File: src/rtl/snapcap_pkg.sv
package snapcap_pkg;

  typedef enum logic [2:0] {
    SQ_IDLE    = 3'd0,
    SQ_TK_RD   = 3'd1,
    SQ_TK_CAP  = 3'd2,
    SQ_TK_WR   = 3'd3,
    SQ_SH_RD   = 3'd4,
    SQ_SH_WAIT = 3'd5
  } sq_state_t;

  function automatic int unsigned frame_pixels(int unsigned h, int unsigned v);
    return h * v;
  endfunction

  // Capture states: the live buffer must not change while in any of them.
  function automatic logic in_capture(sq_state_t s);
    return (s == SQ_TK_RD) || (s == SQ_TK_CAP) || (s == SQ_TK_WR);
  endfunction

  // Show states.
  function automatic logic in_show(sq_state_t s);
    return (s == SQ_SH_RD) || (s == SQ_SH_WAIT);
  endfunction

endpackage

File: src/rtl/snapcap_btn_edge.sv
module snapcap_btn_edge #(
  parameter int N = 2
) (
  input  logic         clk,
  input  logic         rst_n,
  input  logic [N-1:0] lvl,
  output logic [N-1:0] rise
);

  logic [N-1:0] lvl_q;

  for (genvar g = 0; g < N; g++) begin : g_bit
    always_ff @(posedge clk or negedge rst_n) begin
      if (!rst_n) lvl_q[g] <= 1'b0;
      else        lvl_q[g] <= lvl[g];
    end
    assign rise[g] = lvl[g] & ~lvl_q[g];
  end

endmodule

File: src/rtl/snapcap_pix_walker.sv
module snapcap_pix_walker #(
  parameter int NPIX = 76800,
  parameter int AW   = 17
) (
  input  logic          clk,
  input  logic          rst_n,
  input  logic          step,
  output logic [AW-1:0] addr,
  output logic          last
);

  localparam logic [AW-1:0] LAST_ADDR = AW'(NPIX - 1);

  assign last = (addr == LAST_ADDR);

  always_ff @(posedge clk or negedge rst_n) begin
    if (!rst_n)      addr <= '0;
    else if (step)   addr <= last ? '0 : addr + 1'b1;
  end

endmodule

File: src/rtl/snapcap_seq.sv
module snapcap_seq
  import snapcap_pkg::*;
#(
  parameter int PIX_W = 16
) (
  input  logic             clk,
  input  logic             rst_n,
  input  logic             take_rise,
  input  logic             show_rise,
  input  logic             pix_last,
  input  logic             st_ready,
  input  logic [PIX_W-1:0] live_rd_data,
  input  logic [PIX_W-1:0] st_rdata,
  output logic             live_rd_en,
  output logic             live_freeze,
  output logic             st_req,
  output logic             st_we,
  output logic [PIX_W-1:0] st_wdata,
  output logic             snap_wr_en,
  output logic [PIX_W-1:0] snap_wr_data,
  output logic             pix_step,
  output logic             take_done,
  output logic             show_done
);

  sq_state_t        state, state_nx;
  logic [PIX_W-1:0] hold_q;
  logic             take_fin, show_fin;

  always_comb begin
    state_nx   = state;
    live_rd_en = 1'b0;
    st_req     = 1'b0;
    st_we      = 1'b0;
    snap_wr_en = 1'b0;
    pix_step   = 1'b0;
    take_fin   = 1'b0;
    show_fin   = 1'b0;
    unique case (state)
      SQ_IDLE: begin
        if (take_rise)      state_nx = SQ_TK_RD;
        else if (show_rise) state_nx = SQ_SH_RD;
      end
      SQ_TK_RD: begin
        live_rd_en = 1'b1;
        state_nx   = SQ_TK_CAP;
      end
      SQ_TK_CAP: state_nx = SQ_TK_WR;
      SQ_TK_WR: begin
        st_req = 1'b1;
        st_we  = 1'b1;
        if (st_ready) begin
          pix_step = 1'b1;
          take_fin = pix_last;
          state_nx = pix_last ? SQ_IDLE : SQ_TK_RD;
        end
      end
      SQ_SH_RD: begin
        st_req = 1'b1;
        if (st_ready) state_nx = SQ_SH_WAIT;
      end
      SQ_SH_WAIT: begin
        snap_wr_en = 1'b1;
        pix_step   = 1'b1;
        show_fin   = pix_last;
        state_nx   = pix_last ? SQ_IDLE : SQ_SH_RD;
      end
      default: state_nx = SQ_IDLE;
    endcase
  end

  assign live_freeze  = in_capture(state);
  assign st_wdata     = hold_q;
  assign snap_wr_data = st_rdata;

  always_ff @(posedge clk or negedge rst_n) begin
    if (!rst_n) begin
      state     <= SQ_IDLE;
      hold_q    <= '0;
      take_done <= 1'b0;
      show_done <= 1'b0;
    end else begin
      state     <= state_nx;
      take_done <= take_fin;
      show_done <= show_fin;
      if (state == SQ_TK_CAP) hold_q <= live_rd_data;
    end
  end

endmodule

File: src/rtl/snapcap_ctrl.sv
module snapcap_ctrl
  import snapcap_pkg::*;
#(
  parameter  int H_PIX = 320,
  parameter  int V_PIX = 240,
  parameter  int PIX_W = 16,
  localparam int NPIX  = int'(frame_pixels(H_PIX, V_PIX)),
  localparam int AW    = $clog2(NPIX)
) (
  input  logic             clk,
  input  logic             rst_n,
  input  logic             btn_take,
  input  logic             btn_show,
  output logic             live_rd_en,
  output logic [AW-1:0]    live_rd_addr,
  input  logic [PIX_W-1:0] live_rd_data,
  output logic             live_freeze,
  output logic             st_req,
  output logic             st_we,
  output logic [AW-1:0]    st_addr,
  output logic [PIX_W-1:0] st_wdata,
  input  logic             st_ready,
  input  logic [PIX_W-1:0] st_rdata,
  output logic             snap_wr_en,
  output logic [AW-1:0]    snap_wr_addr,
  output logic [PIX_W-1:0] snap_wr_data,
  output logic             disp_sel,
  output logic             take_done,
  output logic             show_done
);

  logic [1:0]    btn_rise;
  logic          take_rise, show_rise;
  logic          pix_step, pix_last;
  logic [AW-1:0] pix_addr;

  snapcap_btn_edge #(.N(2)) u_edge (
    .clk  (clk),
    .rst_n(rst_n),
    .lvl  ({btn_show, btn_take}),
    .rise (btn_rise)
  );

  assign take_rise = btn_rise[0];
  assign show_rise = btn_rise[1];

  snapcap_pix_walker #(.NPIX(NPIX), .AW(AW)) u_walk (
    .clk  (clk),
    .rst_n(rst_n),
    .step (pix_step),
    .addr (pix_addr),
    .last (pix_last)
  );

  snapcap_seq #(.PIX_W(PIX_W)) u_seq (
    .clk         (clk),
    .rst_n       (rst_n),
    .take_rise   (take_rise),
    .show_rise   (show_rise),
    .pix_last    (pix_last),
    .st_ready    (st_ready),
    .live_rd_data(live_rd_data),
    .st_rdata    (st_rdata),
    .live_rd_en  (live_rd_en),
    .live_freeze (live_freeze),
    .st_req      (st_req),
    .st_we       (st_we),
    .st_wdata    (st_wdata),
    .snap_wr_en  (snap_wr_en),
    .snap_wr_data(snap_wr_data),
    .pix_step    (pix_step),
    .take_done   (take_done),
    .show_done   (show_done)
  );

  assign live_rd_addr = pix_addr;
  assign st_addr      = pix_addr;
  assign snap_wr_addr = pix_addr;

  always_ff @(posedge clk or negedge rst_n) begin
    if (!rst_n) disp_sel <= 1'b0;
    else        disp_sel <= btn_show;
  end

endmodule

File: config.mk
export PLATFORM = sky130hd
export DESIGN_NAME = snapcap_ctrl
export DESIGN_NICKNAME = d
export VERILOG_FILES = /design/src/rtl/snapcap_pkg.sv /design/src/rtl/snapcap_btn_edge.sv /design/src/rtl/snapcap_pix_walker.sv /design/src/rtl/snapcap_seq.sv /design/src/rtl/snapcap_ctrl.sv
export SDC_FILE = /design/constraint.sdc
export NUM_CORES = 1
export LEC_CHECK = 0
export BUFFER_PORTS_ARGS = -buffer_cell sky130_fd_sc_hd__buf_2
export CORE_MARGIN = 10
export CORE_UTILIZATION = 40
export DETAILED_ROUTE_END_ITERATION = 7
export GPL_ROUTABILITY_DRIVEN = 0
export GPL_TIMING_DRIVEN = 0
export HOLD_SLACK_MARGIN = 0.12
export MAX_ROUTING_LAYER = met4
export PLACE_DENSITY = 0.83
export SLEW_MARGIN = 5
export SYNTH_ARGS = -nofsm -noshare
export SYNTH_HDL_FRONTEND = slang
export SYNTH_SLANG_ARGS = --single-unit
File: constraint.sdc
create_clock -name clk -period 2.2 [get_ports clk]
set_input_delay 0.11 -clock clk [delete_from_list [all_inputs] [get_ports clk]]
set_output_delay 0.11 -clock clk [all_outputs]
set_load 0.01 [all_outputs]
==> summary.md <==
| Metric | Value |
|---|---|
| Status | finished, final reports clean |
| Post-place setup slack | roughly 170 ps |
| Largest net degree at the start of global routing | between 40 and 50 |
| RSZ-0062 raised after global routing | false |
| Clock Tree Root | clkbuf_8 |
| Dominant cell type by area after synthesis | dfrtp_1 |
| Clock skew | 5.88 ps |
| Clock Latency Late Sink | 290 ps |
| Fillers | 462 |
| Slowest cell on crit path | dfrtp_1 |
| PD cells | 793 mW/mm^2 |
| Yosys reg bits | 40 |
| Leak pwr | approximately 1.7 nW |
| Non-Filler Instances | ~430 |
| Routed vias/inst | ~4.8 |
| Netlist cell types | 39 |
| Initial antenna violation count | 0 |
| Worst path cell trace | ha_1 -> nand2_1 -> a2111o_1 -> or4_1 -> nand2_1 |
| Top-count cell post-synth | buf_4 |
| Hold WC Path Type | in2out |
| Avg WL per Cell | 14.6 um |
| CTS clk-pin slew, worst paths | about 70 ps |
| Crit. End Element | flip-flop |
| Ports | about 130 |
| Hold slack | 405 ps |
| First-pass GRT wire length | 9630 um |
| CP arrival | ~2300 ps |
| Most used cell, CP | nand2_1 |
| Number of synthesized flops with an enable pin | 0 |
| DIE AREA | 0.00907 mm^2 |
| Buffers on Ports | 111 |
| Yosys Warn Count | 0 |
| Total grt overflow | 0 |
| Met3 wire len | 735 um |
| Endpoints failing hold | 0 |
| Setup CP Type | reg2reg |
| Commonest cells post-synth | buf_4 (51), dfrtp_1 (40), mux2_2 (16) |
| Seq/Total Area, Yosys | approximately 44% |
| DRC | 0 |
| GR Util All Layers | a little over an eighth |
| Initial Util | between 40% and 50% |
| Max cap viols | 0 |
| Area contributors post-synth | dfrtp_1 (44%), buf_4 (17%), mux2_2 (8.0%), xnor2_1 (3.1%), nand2_1 (2.2%) |
| Routed via count | 2,040 |
| Worst-path fanout max | 11 |
| CP top delay family | simple AND/OR/NAND/NOR gates |
| Highest metal used | met4 |
| Placed cell count | 400 |
| TritonCTS clock tree | built |
| DRT Pass-1 Iters | 4 |
| H-Tree Depth | 2 |
| Total negative slack | 0 ps |
| Die width | ~95 um |
| Syn-to-layout area delta | 42.1% |
| Final Max Tran Viols | 0 |
| Clock Sinks | 40 |
| Worst slew margin | between 40% and 50% |
| Total area of sequential cells | around 0.0010 mm^2 |
| N_diodes | 0 |
| Initial DRC count | 67 |
| Vias in the first global route | roughly 2,000 |
| Routed wire length | approximately 6300 um |
| Period minus WS final | about 2000 ps |
| Cells after Synth | about 220 |
| Worst Max-Slew Pin Slew | 854 ps |
| Async SR Flop Fraction | 100% |
| Nets | a little under 400 |
| Multi-input gate area | 843 um^2 |
| Maximum vdd drop | 0.000460 V |
| Placeable Area | 0.00551 mm^2 |
| Ratio of final minimum period to clock period | 92.3% |
| FP Rows | 27 |
| Longest Clk Path Bufs | 2 |
| Die Y | approximately 95 um |
| CTS buffer count | 5 |
| Synthesized cell area | approximately 0.0023 mm^2 |
| Setup repair bufs after CTS | 0 |
| Post-Syn Nets | roughly 260 |
| Worst Path Required | between 2000 and 2500 ps |
| Final WS setup | around 170 ps |
| Dpl hpwl | roughly 4800 um |
| Critical Path Start Type | flip-flop |
| Maximum clock frequency | 492 MHz |
| WL met2 | between 2000 and 3000 um |
| Main synth FF type | dfrtp_1 |
| Top cell type's share of synthesized area | 44.2% |
| Post-Route M1 WL | 2640 um |
| Critical path buffers and inverters | 0 |
| Final Setup Violations | 0 |
| Layout cells sized above 1 | 54.2% |
| Final ANT Viol Nets | 0 |
| Syn_area_per_cell | roughly 10 um^2 |
| Max incr delay on CP | 570 ps |
-- logic make-up after synthesis --
| family | synth area share [%] |
|---|---|
| simple gates | 17.8 |
| mux | 8.40 |
| fa+ha+maj | 0.553 |
| flops | 44.2 |
| xor+xnor | 3.87 |
| buf+inv | 18.5 |
| compound gates | 6.63 |
-- routing by layer --
layer / GRT usage, % / up-vias
met4: 4.36 / 0
met5: - / -
met2: 20.9 / 110
li1: - / 991
met1: 16.5 / 937
met3: 4.32 / 2
-- area by class of cell --
class	count	share of cell area, %
multi-input combinational	119	26.2
sequential	40	31.1
tap	72	2.80
buffer	55	12.7
clock inverter	2	1.09
timing repair buffer	131	23.5
inverter	3	0.350
clock buffer	6	2.26
-- state kept, by name, summed over array words and instances (netlist names) --
name,cells
u_seq.state,3
u_walk.addr,17
u_seq.show_done,1
u_seq.take_done,1
u_edge.lvl_q,1
u_seq.st_wdata,16
disp_sel,1
-- worst paths after layout --
| path | slack [ps] | end | from | depth (start not counted) |
|---|---|---|---|---|
| worst max-delay path | 170 | u_walk.addr[10] | u_walk.addr[0] | 5 |
| worst min-delay path | 410 | snap_wr_data[7] | st_rdata[7] | 2 |
| worst max register to register | 170 | u_walk.addr[10] | u_walk.addr[0] | 5 |
| worst min register to register | 500 | u_seq.st_wdata[10] | u_seq.st_wdata[10] | 1 |
| max in group asynchronous | 1190 | u_seq.st_wdata[10] | rst_n | 2 |
| min in group asynchronous | 480 | u_walk.addr[5] | rst_n | 2 |
-- worst reg2reg max path, stage by stage, from the launching register on --
cell	delay, ps
dfrtp_1	570
ha_1	310
nand2_1	70
a2111o_1	520
or4_1	430
nand2_1	70
-- timing repair --
action / CTS / global route
hold endpoints to repair: 59 / 0
hold buffers: 20 / 0
gates resized for setup: 0 / 0
-- through the flow --
step / cell area, um^2 / utilization (%) / power (mW)
after global placement: 2910 / 52.8 / 1.94
after global routing: 3220 / 58.4 / 2.71
final: 3220 / 58.4 / 2.55
after detailed placement: 2910 / 52.8 / 1.97
after floorplan: 2260 / - / 1.57
after CTS: 3220 / 58.4 / 2.58
-- cells in the final DEF (no fill, tap or decap), types with 8 or more instances in the layout --
cell and count:
dlygate4sd3_1 20, buf_2 113, nand3_1 8, dfrtp_1 40, nand2_1 13, mux2_2 16
buf_4 51, o21ai_0 8, xnor2_1 8, nor2_1 13
-- where the power goes --
group / switching (mW) / internal, mW / total, mW
logic: 0.406 / 0.482 / 0.889
registers: 0.171 / 0.918 / 1.09
clock network: 0.237 / 0.336 / 0.574
No activity file was read; power rests on OpenSTA's default activity.
